[config.mk]
export PLATFORM = sky130hd
export DESIGN_NAME = cla_adder16
export DESIGN_NICKNAME = d
export VERILOG_FILES = /design/src/rtl/cla_pkg.sv /design/src/rtl/cla_lookahead.sv /design/src/rtl/cla_group.sv /design/src/rtl/cla_adder16.sv
export SDC_FILE = /design/constraint.sdc
export NUM_CORES = 1
export LEC_CHECK = 0
export ABC_AREA = 1
export BUFFER_PORTS_ARGS = -buffer_cell sky130_fd_sc_hd__buf_4
export CELL_PAD_IN_SITES_DETAIL_PLACEMENT = 0
export CELL_PAD_IN_SITES_GLOBAL_PLACEMENT = 1
export CORE_UTILIZATION = 32
export DETAILED_ROUTE_END_ITERATION = 7
export PLACE_DENSITY_LB_ADDON = 0.1
export SYNTH_ARGS = -nofsm -noshare
export SYNTH_HDL_FRONTEND = slang
export SYNTH_SLANG_ARGS = --single-unit
[constraint.sdc]
create_clock -name vclk -period 6
set_clock_uncertainty 0.1 [all_clocks]
set_input_delay 0.6 -clock vclk [all_inputs]
set_output_delay 0.6 -clock vclk [all_outputs]
set_load 0.005 [all_outputs]
[src/rtl/cla_pkg.sv]
package cla_pkg;

  localparam int unsigned CLA_MAX_W = 32;

  typedef logic [CLA_MAX_W-1:0] cla_vec_t;

  // Sum-of-products carry into position k, flattened (no ripple chain).
  function automatic logic la_carry(input cla_vec_t p, input cla_vec_t g,
                                    input logic cin, input int unsigned k);
    logic acc;
    logic term;
    acc = 1'b0;
    for (int j = 0; j < CLA_MAX_W; j++) begin
      if (j < k) begin
        term = g[j];
        for (int m = 0; m < CLA_MAX_W; m++) begin
          if (m > j && m < k) term = term & p[m];
        end
        acc = acc | term;
      end
    end
    term = cin;
    for (int m = 0; m < CLA_MAX_W; m++) begin
      if (m < k) term = term & p[m];
    end
    return acc | term;
  endfunction

  // Block propagate over the low n positions.
  function automatic logic la_prop(input cla_vec_t p, input int unsigned n);
    logic acc;
    acc = 1'b1;
    for (int m = 0; m < CLA_MAX_W; m++) begin
      if (m < n) acc = acc & p[m];
    end
    return acc;
  endfunction

  // Block generate over the low n positions.
  function automatic logic la_gen(input cla_vec_t p, input cla_vec_t g,
                                  input int unsigned n);
    return la_carry(p, g, 1'b0, n);
  endfunction

  function automatic logic carry_out(input logic gen, input logic prop,
                                     input logic cin);
    return gen | (prop & cin);
  endfunction

endpackage

[src/rtl/cla_lookahead.sv]
module cla_lookahead
  import cla_pkg::*;
#(
  parameter int unsigned N = 4
) (
  input  logic [N-1:0] p_i,
  input  logic [N-1:0] g_i,
  input  logic         c_i,
  output logic [N-1:0] carry_o,
  output logic         prop_o,
  output logic         gen_o
);

  cla_vec_t p_ext;
  cla_vec_t g_ext;

  always_comb begin
    p_ext = '0;
    g_ext = '0;
    p_ext[N-1:0] = p_i;
    g_ext[N-1:0] = g_i;
  end

  genvar k;
  generate
    for (k = 0; k < N; k++) begin : g_carry
      assign carry_o[k] = la_carry(p_ext, g_ext, c_i, k);
    end
  endgenerate

  assign prop_o = la_prop(p_ext, N);
  assign gen_o  = la_gen(p_ext, g_ext, N);

  // Ripple relation between neighbouring lookahead carries.
  always_comb begin
    AST_CARRY_ZERO: assert (carry_o[0] == c_i) else $error("carry0 mismatch");
    for (int i = 0; i + 1 < N; i++) begin
      AST_CARRY_CHAIN: assert (carry_o[i+1] == (g_i[i] | (p_i[i] & carry_o[i])))
        else $error("lookahead carry %0d mismatch", i + 1);
    end
    AST_GROUP_COUT: assert (carry_out(gen_o, prop_o, c_i) ==
                            (g_i[N-1] | (p_i[N-1] & carry_o[N-1])))
      else $error("group carry-out mismatch");
  end

endmodule

[src/rtl/cla_group.sv]
module cla_group
  import cla_pkg::*;
#(
  parameter int unsigned W = 4
) (
  input  logic [W-1:0] a_i,
  input  logic [W-1:0] b_i,
  input  logic         c_i,
  output logic [W-1:0] sum_o,
  output logic         prop_o,
  output logic         gen_o
);

  logic [W-1:0] bit_p;
  logic [W-1:0] bit_g;
  logic [W-1:0] bit_c;

  assign bit_p = a_i ^ b_i;
  assign bit_g = a_i & b_i;

  cla_lookahead #(.N(W)) u_lcu (
    .p_i    (bit_p),
    .g_i    (bit_g),
    .c_i    (c_i),
    .carry_o(bit_c),
    .prop_o (prop_o),
    .gen_o  (gen_o)
  );

  assign sum_o = bit_p ^ bit_c;

  always_comb begin
    AST_GROUP_EXCL: assert (!(prop_o && gen_o))
      else $error("group P and G both set");
    AST_GROUP_SUM: assert ({carry_out(gen_o, prop_o, c_i), sum_o} ==
                           ({1'b0, a_i} + {1'b0, b_i} + {{W{1'b0}}, c_i}))
      else $error("group sum mismatch");
  end

endmodule

[src/rtl/cla_adder16.sv]
module cla_adder16
  import cla_pkg::*;
#(
  parameter  int unsigned GROUP_W    = 4,
  parameter  int unsigned NUM_GROUPS = 4,
  localparam int unsigned DATA_W     = GROUP_W * NUM_GROUPS
) (
  input  logic [DATA_W-1:0] a_i,
  input  logic [DATA_W-1:0] b_i,
  input  logic              cin_i,
  output logic [DATA_W-1:0] sum_o,
  output logic              cout_o,
  output logic              prop_o,
  output logic              gen_o
);

  logic [NUM_GROUPS-1:0] grp_p;
  logic [NUM_GROUPS-1:0] grp_g;
  logic [NUM_GROUPS-1:0] grp_c;

  genvar k;
  generate
    for (k = 0; k < NUM_GROUPS; k++) begin : g_grp
      cla_group #(.W(GROUP_W)) u_grp (
        .a_i   (a_i[k*GROUP_W +: GROUP_W]),
        .b_i   (b_i[k*GROUP_W +: GROUP_W]),
        .c_i   (grp_c[k]),
        .sum_o (sum_o[k*GROUP_W +: GROUP_W]),
        .prop_o(grp_p[k]),
        .gen_o (grp_g[k])
      );
    end
  endgenerate

  // Second level: carries into each group from group P/G pairs.
  cla_lookahead #(.N(NUM_GROUPS)) u_top_lcu (
    .p_i    (grp_p),
    .g_i    (grp_g),
    .c_i    (cin_i),
    .carry_o(grp_c),
    .prop_o (prop_o),
    .gen_o  (gen_o)
  );

  assign cout_o = carry_out(gen_o, prop_o, cin_i);

  always_comb begin
    AST_FULL_SUM: assert ({cout_o, sum_o} ==
                          ({1'b0, a_i} + {1'b0, b_i} + {{DATA_W{1'b0}}, cin_i}))
      else $error("sum mismatch");
    AST_BLOCK_PROP: assert (prop_o == (&(a_i ^ b_i)))
      else $error("block propagate mismatch");
    AST_BLOCK_EXCL: assert (!(prop_o && gen_o))
      else $error("block P and G both set");
  end

endmodule

# Word-level counts from Yosys, hierarchy flattened
# Cells that the tools add are included.
classes:
  n_bitwise: 119
ops:
  columns: ["cell", "count"]
  rows:
  - ["1-bit bitwise AND", 61]
  - ["1-bit OR", 46]
  - ["4-bit XOR", 8]
  - ["4-bit bitwise AND", 4]
totals:
  regBits: 0
  in_bits: 33
  out_inout_bits: 19
  word_cells: 119

# Logic depth before layout (Yosys ltp)
# Gate-level depths: netlist of run 1.
logic_depth:
  depth_word: 17
  ltp_mapped: 13
  mapped_depth_nobuf: 13

# Modules after synthesis
# A second synthesis of run 1 with hierarchy kept.
hier_totals:
  cells_unflattened: 184
  hier_area_um2: 962.2
by_module_without_submodules:
  columns: ["module", "instances", "cells_each", "area_per_inst_um2", "seq_area_each_um2"]
  rows:
  - ["cla_group", 4, 24, 125.1, 0.0]
  - ["cla_lookahead", 5, 17, 90.1, 0.0]
  - ["cla_adder16", 1, 3, 11.3, 0.0]

# Worst setup path before layout of run 1
# OpenSTA, ideal clock, no wires.
synth_path:
  kind: "input-to-output"
  start: "in a_i[5]"
  end: "out sum_o[15]"
  arrival_time_ns: 2.361
  required_ns: 5.300
  setup_slack_ns: 2.939
  path_stages: 12
  n_path_buf: 0
  cell_sequence: "ha_1 > inv_2 > nor3_4 > inv_2 > or2_4 > nor2_4 > or2_1 > ha_1 > nand2_1 > and2_1 > o21ai_1 > xor2_1"
synth_via:
  elab_chain_len: 16
  word_cells_on_any_way: 26
  classes_between: "bitwise (26)"
synth_lines:
  columns: ["element", "line", "source"]
  rows:
  - ["from (decl)", "cla_adder16.sv:8", "input logic [DATA_W-1:0] a_i,"]
  - ["4-bit XOR", "cla_group.sv:18", "assign bit_p = a_i ^ b_i;"]
  - ["1-bit bitwise AND (3 in a row)", "cla_pkg.sv:17", "if (m > j && m < k) term = term & p[m];"]
  - ["1-bit OR (3 in a row)", "cla_pkg.sv:19", "acc = acc | term;"]
  - ["1-bit bitwise AND", "cla_pkg.sv:17", null]
  - ["1-bit OR (2 in a row)", "cla_pkg.sv:19", null]
  - ["1-bit OR (*)", "cla_pkg.sv:26", "return acc | term;"]
  - ["1-bit bitwise AND (*) (3 in a row)", "cla_pkg.sv:24", "if (m < k) term = term & p[m];"]
  - ["1-bit OR (*)", "cla_pkg.sv:26", null]
  - ["4-bit XOR (*)", "cla_group.sv:30", "assign sum_o = bit_p ^ bit_c;"]
  - ["to (decl)", "cla_adder16.sv:11", "output logic [DATA_W-1:0] sum_o,"]
# Mark *: on every way between the ends. The rest lies on a longest branch, timed or not.

# Worst setup path after layout of run 1
# Ends and elaborated chain as after synthesis.

==> summary by stage, run 1 <==
Outcome
The run finished with clean final reports.

Synth
By area the synthesized netlist is led by sky130_fd_sc_hd__ha_1, sky130_fd_sc_hd__xor2_1, sky130_fd_sc_hd__fa_1, sky130_fd_sc_hd__nand2_1, sky130_fd_sc_hd__inv_1. The post-synth net total is 160. The most frequent cell after synthesis is sky130_fd_sc_hd__ha_1. The commonest cells after synthesis are sky130_fd_sc_hd__ha_1, sky130_fd_sc_hd__nand2_1, sky130_fd_sc_hd__inv_1, sky130_fd_sc_hd__xor2_1.

The top cell type's share of synthesized area is between 30% and 40%. Summing the sequential cell areas from Yosys gives 0% of the chip area. The number of different library cells used by synthesis comes to 25.

The average cell area after synthesis is ~7.6 µm². The dominant cell type by area after synthesis is sky130_fd_sc_hd__ha_1. The yosys synthesis warning count is 0. Synthesis produced a netlist whose cell count is approximately 100.

The post-synth design cell area is 787 µm².

Placement
The estimated wirelength of the detail-placed design is about 1600 µm. At the end of routability-driven placement, the weighted congestion stood at 0.723. The placed instance count is 183.

The count of buffers inserted at the top-level ports is 52.

Layout
At the end of the flow, the number of nets in the layout was 214. The fraction of final layout cells with drive strength greater than 1 is roughly two fifths. The filler cells instantiated in the layout total around 250.

The sequential cell area is 0 µm². The count of placed standard cells in the final layout, fillers left out is between 150 and 200. The layout overhead on the synthesized area is 54.1%. 0 antenna diodes ended up in the layout. The design has 0 sequential cells.

In the finished layout, the clock tree contains a buffer count of 0. The multi-input logic area is around 720 µm².

Worst setup path
The startpoint-to-endpoint class of the critical path is in2out. Data on the critical path is required at its endpoint by 5.30 ns. The endpoint class of the critical path is a primary output. The data arrival time of the critical path is around 2.7 ns.

Along the worst path, the maximum fanout reaches 5. STA classifies the critical path startpoint as a primary input.

Power and ir drop
For this design the ratio of total power to cell area is ~100 mW/mm². The worst-case vdd ir drop is approximately 0.000053 V. For this design the static power due to leakage is 0.000679 µW. Net switching is between 40% and 50% of the power. The combinational power share is 100.0%. The part of the total power dissipated in the clock network is 0%. For this design the total switching power over the nets is 55.4 µW.

The internal power consumption is between 70 and 80 µW. The sequential cell fraction of total power is 0%.

Route
The per-cell routed wire length is just over 9 µm. In the routed layout, each cell is associated on average with a via count of ~4.7. The number of search-and-repair iterations in the first detailed-routing pass is 3. The first routing iteration left 5 violations. Once detail routing completed, the nets flagged for antenna violations numbered 0. The vias after detailed routing is between 800 and 900.

The number of DRC violations after detailed routing is 0. Wires add up to 1690 µm.

GRT
The number of global-route vias before repair is slightly above 700. The global-route wire length before repair is between 2000 and 3000 µm. The total global routing overflow is 0. The initial antenna violation count is 0. The largest net degree at the start of global routing is 6. The total global routing track utilization is between 10% and 20%.

STA
The maximum clock frequency is ~300 MHz. Adding up every negative setup slack in the final design gives 0 ns. The number of failing setup endpoints in the final timing report is 0.

The worst hold-check slack is ~1.4 ns. Setup repair after global routing left no endpoint under its margin. The post-route fraction of the period consumed by the critical path is between 50% and 60%. The actual transition at the worst max-transition pin is approximately 0.23 ns. The total count of max-transition violations in the final report is 0. The worst slew margin relative to its limit is a little over four fifths.

The post-route minimum period is roughly 3.4 ns. The final hold violation count came to 0.

Job
The tool flagged a number of max-cap violations equal to 0.

Die
The boundary pin count is 52. For this configuration, the core starts out at a cell density of a little over a third. Measured along the x axis, the die boundary spans 51.6 µm. The die outline area is 0.00266 mm². The die extent in y is just over 50 µm.

The initialized floorplan defines 17 standard-cell rows. After floorplanning, the core was sized to cover about 0.0023 mm².

Hold path
The origin of the worst min-delay path is b_i[12]. Counting instances, the worst hold path has a depth of 3. The worst min-delay path endpoint is sum_o[12]. The path class of the tightest hold or removal check is in2out.

Clocking
After clock tree synthesis, the flow added hold-fix buffers numbering 0. The post-cts repair resize count is 0. Once the clock tree was built, the setup fixing pass inserted 0 buffers.
per-layer routing:
| metal | global-route usage [%] | wire length (µm) |
|---|---|---|
| met1 | 16.3 | 735 |
| met2 | 23.4 | 853 |
| met3 | 0.292 | 102 |
| met4 | 0 | 0 |
| met5 | 0 | 0 |
cell usage in the layout, fill, tap and decap left out, drive strengths merged, types with 2 or more instances in the layout:
master / n
buf: 52
ha: 20
inv: 16
nand2: 15
xor2: 11
nand3: 8
a21oi: 7
nand4: 5
fa: 4
o21bai: 3
a21o: 2
nor3: 2
or2: 2
nor2: 2
o21ai: 2
worst max-delay path, stage by stage:
cell                      delay (ns)
sky130_fd_sc_hd__buf_4          0.11
sky130_fd_sc_hd__ha_1           0.37
sky130_fd_sc_hd__inv_2          0.06
sky130_fd_sc_hd__nor3_4         0.22
sky130_fd_sc_hd__inv_2          0.05
sky130_fd_sc_hd__or2_4          0.24
sky130_fd_sc_hd__nor2_4         0.09
sky130_fd_sc_hd__or2_1          0.14
sky130_fd_sc_hd__ha_1           0.15
sky130_fd_sc_hd__nand2_1        0.04
sky130_fd_sc_hd__and2_1         0.17
sky130_fd_sc_hd__o21ai_1        0.15
sky130_fd_sc_hd__xor2_1         0.16
sky130_fd_sc_hd__buf_4          0.12
power by group through the flow:
stage | registers (µW) | logic (µW) | clock network (µW)
floorplan | 0 | 64.1 | 0
global placement | 0 | 127 | 0
detailed placement | 0 | 128 | 0
CTS | 0 | 129 | 0
global route | 0 | 141 | 0
finish | 0 | 126 | 0
cell families (layout without fill, tap and decap cells):
family          count (synthesis)  in the layout  synth area share (%)
xor+xnor                       12             12                  13.4
compound gates                 14             14                  10.5
buf+inv                        17             69                  8.27
simple gates                   36             36                  25.9
fa+ha+maj                      24             24                  42.0
final cells by class:
cell class	instances	share of cell area (%)
multi-input combinational	86	59.5
tap	28	2.89
timing repair buffer	52	32.2
inverter	17	5.37
stage by stage:
step | instance area (µm²) | util, % | total power (µW) | setup WS (ns)
2_1_floorplan | 787 | - | 64.1 | 2.94
3_3_place_gp | 1210 | 53.8 | 127 | 2.65
3_5_place_dp | 1210 | 53.8 | 128 | 2.62
4_1_cts | 1210 | 53.8 | 129 | 2.61
5_1_grt | 1210 | 53.8 | 141 | 2.46
6_report | 1210 | 53.8 | 126 | 2.62
worst max-delay path by stage:
stage,startpoint,end,slack (ns),depth (start not counted)
5_1_grt,a_i[5],sum_o[15],2.46,14
6_report,a_i[5],sum_o[15],2.62,14
4_1_cts,a_i[5],sum_o[15],2.61,14
3_3_place_gp,a_i[5],sum_o[15],2.65,14
3_5_place_dp,a_i[5],sum_o[15],2.62,14
2_1_floorplan,a_i[5],sum_o[15],2.94,12
No activity file was read; power rests on OpenSTA's default activity.
==> inputs of run 2 (changes only) <==
--- a/config.mk
+++ b/config.mk
@@ -9,7 +9,7 @@
 export BUFFER_PORTS_ARGS = -buffer_cell sky130_fd_sc_hd__buf_4
 export CELL_PAD_IN_SITES_DETAIL_PLACEMENT = 0
 export CELL_PAD_IN_SITES_GLOBAL_PLACEMENT = 1
-export CORE_UTILIZATION = 32
+export CORE_UTILIZATION = 30
 export DETAILED_ROUTE_END_ITERATION = 7
 export PLACE_DENSITY_LB_ADDON = 0.1
 export SYNTH_ARGS = -nofsm -noshare
==> constraint.sdc (replaced) <==
create_clock -name vclk -period 3.25
set_clock_uncertainty 0.1 [all_clocks]
set_input_delay 0.325 -clock vclk [all_inputs]
set_output_delay 0.325 -clock vclk [all_outputs]
set_load 0.005 [all_outputs]
==> summary by stage, run 2 (synthesis results as in run 1) <==
Outcome
The flow ran to the end, and the final reports show no timing, DRC or antenna violations.

Power and ir drop
The power density over cell area is 192 mW/mm² (+84%). The power after layout was 233 µW (+84%). The leakage power is 0.000679 µW (unchanged). The worst-case vdd ir drop is 0.000105 V (+97%).

Worst setup path
The worst stage delay on the critical path came to 0.37 ns (about the same). The critical path endpoint is sum_o[15]. The kind of cell with the highest combined delay along the critical path is simple AND/OR/NAND/NOR gates. The most critical setup path has its startpoint at a_i[5]. The number of logic stages on the critical path including buffering is 14 (unchanged). The endpoint class of the critical path is a primary output.

Traced cell by cell, the critical path runs through buf_4, ha_1, inv_2, nor3_4, inv_2, or2_4, nor2_4, or2_1, ha_1, nand2_1, and2_1, o21ai_1, xor2_1, buf_4. The sort of element at the start of the critical path is a primary input. The required arrival time at the worst endpoint is 2.82 ns (-2.48 ns). Among all stages on the critical path, the largest delay is contributed by sky130_fd_sc_hd__ha_1. The maximum fanout along the worst path is 5 (unchanged). The number of buffers and inverters on the critical path is 4 (unchanged). The startpoint-to-endpoint class of the critical path is in2out. The data arrival time of the critical path was 2.41 ns (-0.27 ns).

Die
The boundary pin count is 52 (unchanged). The initial core utilization came to 31.8% (-3.1 points). The floorplan die width is 53.2 µm (+3.2%).

The die extent in y is 53.2 µm (+3.2%). The row count came to 18 (+1). The die outline area is 0.00283 mm² (+6.4%).

The placeable core region was 0.00248 mm² (+9.9%).

GRT
The number of global-route vias before repair came to 664 (-8.0%). The initial antenna violation count was 0 (unchanged). The global-route wire length before repair is 2500 µm (-8.8%). The total global routing track utilization is 11.0% (-1.3 points). The total global routing overflow is 0 (unchanged).

The largest net degree at the start of global routing is 6 (unchanged).

STA
The post-route fraction of the period consumed by the critical path is between 80% and 90%. The actual transition at the worst max-transition pin is 0.244 ns (+0.0106 ns). Setup repair after global routing left no endpoint under its margin. The worst slew margin relative to its limit was 83.6% (-0.65 points). The total count of max-transition violations in the final report came to 0 (unchanged).

The final hold violation count is 0 (unchanged). The smallest clock period supported by the final layout is computed as between 2 and 3 ns. The number of failing setup endpoints in the final timing report is 0 (unchanged).

Derived from the worst setup path, the maximum achievable clock frequency is around 350 MHz. The total negative slack for setup checks is 0 ns (unchanged).

Layout
The number of diodes added for antenna fixing is 0 (unchanged). The sequential cell area was 0 µm² (unchanged). Compared with the post-synthesis result, the final layout area differs by 54.4%. The clock buffer count is 0 (unchanged). The final-stage net count came to 214 (unchanged). The number of sequential storage elements is 0 (unchanged). The fraction of final layout cells with drive strength greater than 1 is 41.3% (unchanged). The library cells used most frequently in the layout, excluding fill and tap cells, are sky130_fd_sc_hd__buf_4, sky130_fd_sc_hd__ha_1, sky130_fd_sc_hd__nand2_1. The library cell used most frequently in the layout, excluding fill and tap cells, is sky130_fd_sc_hd__buf_4.

Job
The max capacitance violation total is 0 (unchanged).

Placement
The routability-driven placement congestion ratio was 0.689 (-4.7%). The count of buffers inserted at the top-level ports came to 52 (unchanged). The estimated wirelength of the detail-placed design is 1520 µm (-5.6%).

Route
The number of DRC violations after detailed routing is 0 (unchanged). The routed wire length was 1620 µm (-4.4%). The remaining number of nets flagged by the antenna check after routing is 0 (unchanged). The vias after detailed routing is 827 (-3.5%). The routed via count divided by cell count is 4.47 (-4.5%).

The number of search-and-repair iterations in the first detailed-routing pass is 3 (unchanged). The per-cell routed wire length is 8.74 µm (-5.5%). The count of routing violations after the opening detailed-route iteration came to 5 (unchanged).

Clocking
The count of hold-fix buffers inserted at cts is 0 (unchanged). The post-cts repair resize count is 0 (unchanged). The post-CTS setup-driven buffer insertion count is 0 (unchanged).

Hold path
The path category of the worst min-delay check is in2out. The origin of the worst min-delay path is b_i[4].
==> run 2: cell counts in the layout (fill, tap and decap cells not counted) <==
Identical to the previous run, type by type.
==> run 2: layout make-up <==
class              instances  area [µm²]
fillers                  256        1260
repair buffers            52         390
inverters                 17        65.1
multi-input cells         86         722
well taps                 30        37.5
==> run 2: worst min-delay path by stage <==
stage,slack (ns),to,cells past startpoint
final,0.89,sum_o[4],3
after global routing,0.91,sum_o[12],3
after CTS,0.89,sum_o[4],3
after detailed placement,0.89,sum_o[4],3
after global placement,0.89,sum_o[4],3
after floorplan,0.70,sum_o[12],1
==> run 2: metrics by stage <==
step / hold slack (ns) / cells / setup slack (ns) / utilization (%) / area, µm²
floorplan: 0.702 / 103 / 0.739 / - / 787
detailed placement: 0.893 / 185 / 0.408 / 49.0 / 1210
finish: 0.889 / 185 / 0.415 / 49.0 / 1210
CTS: 0.893 / 185 / 0.395 / 49.0 / 1210
global route: 0.905 / 185 / 0.273 / 49.0 / 1210
global placement: 0.892 / 185 / 0.444 / 49.0 / 1210
==> run 2: routing by layer <==
layer	vias to the layer above	global-route usage, %	share of wire (%)
met5	-	0	0
met4	0	0	0
met3	0	0.575	6.3
met2	26	19.8	48
met1	350	15.2	46
li1	451	-	-
==> run 2: report_power, final <==
group	switching, µW	total [µW]	leakage (µW)	internal [µW]
clock	0	0	0	0
combinational	102	233	0.000679	131
sequential	0	0	0	0
total	102	233	0.000679	131
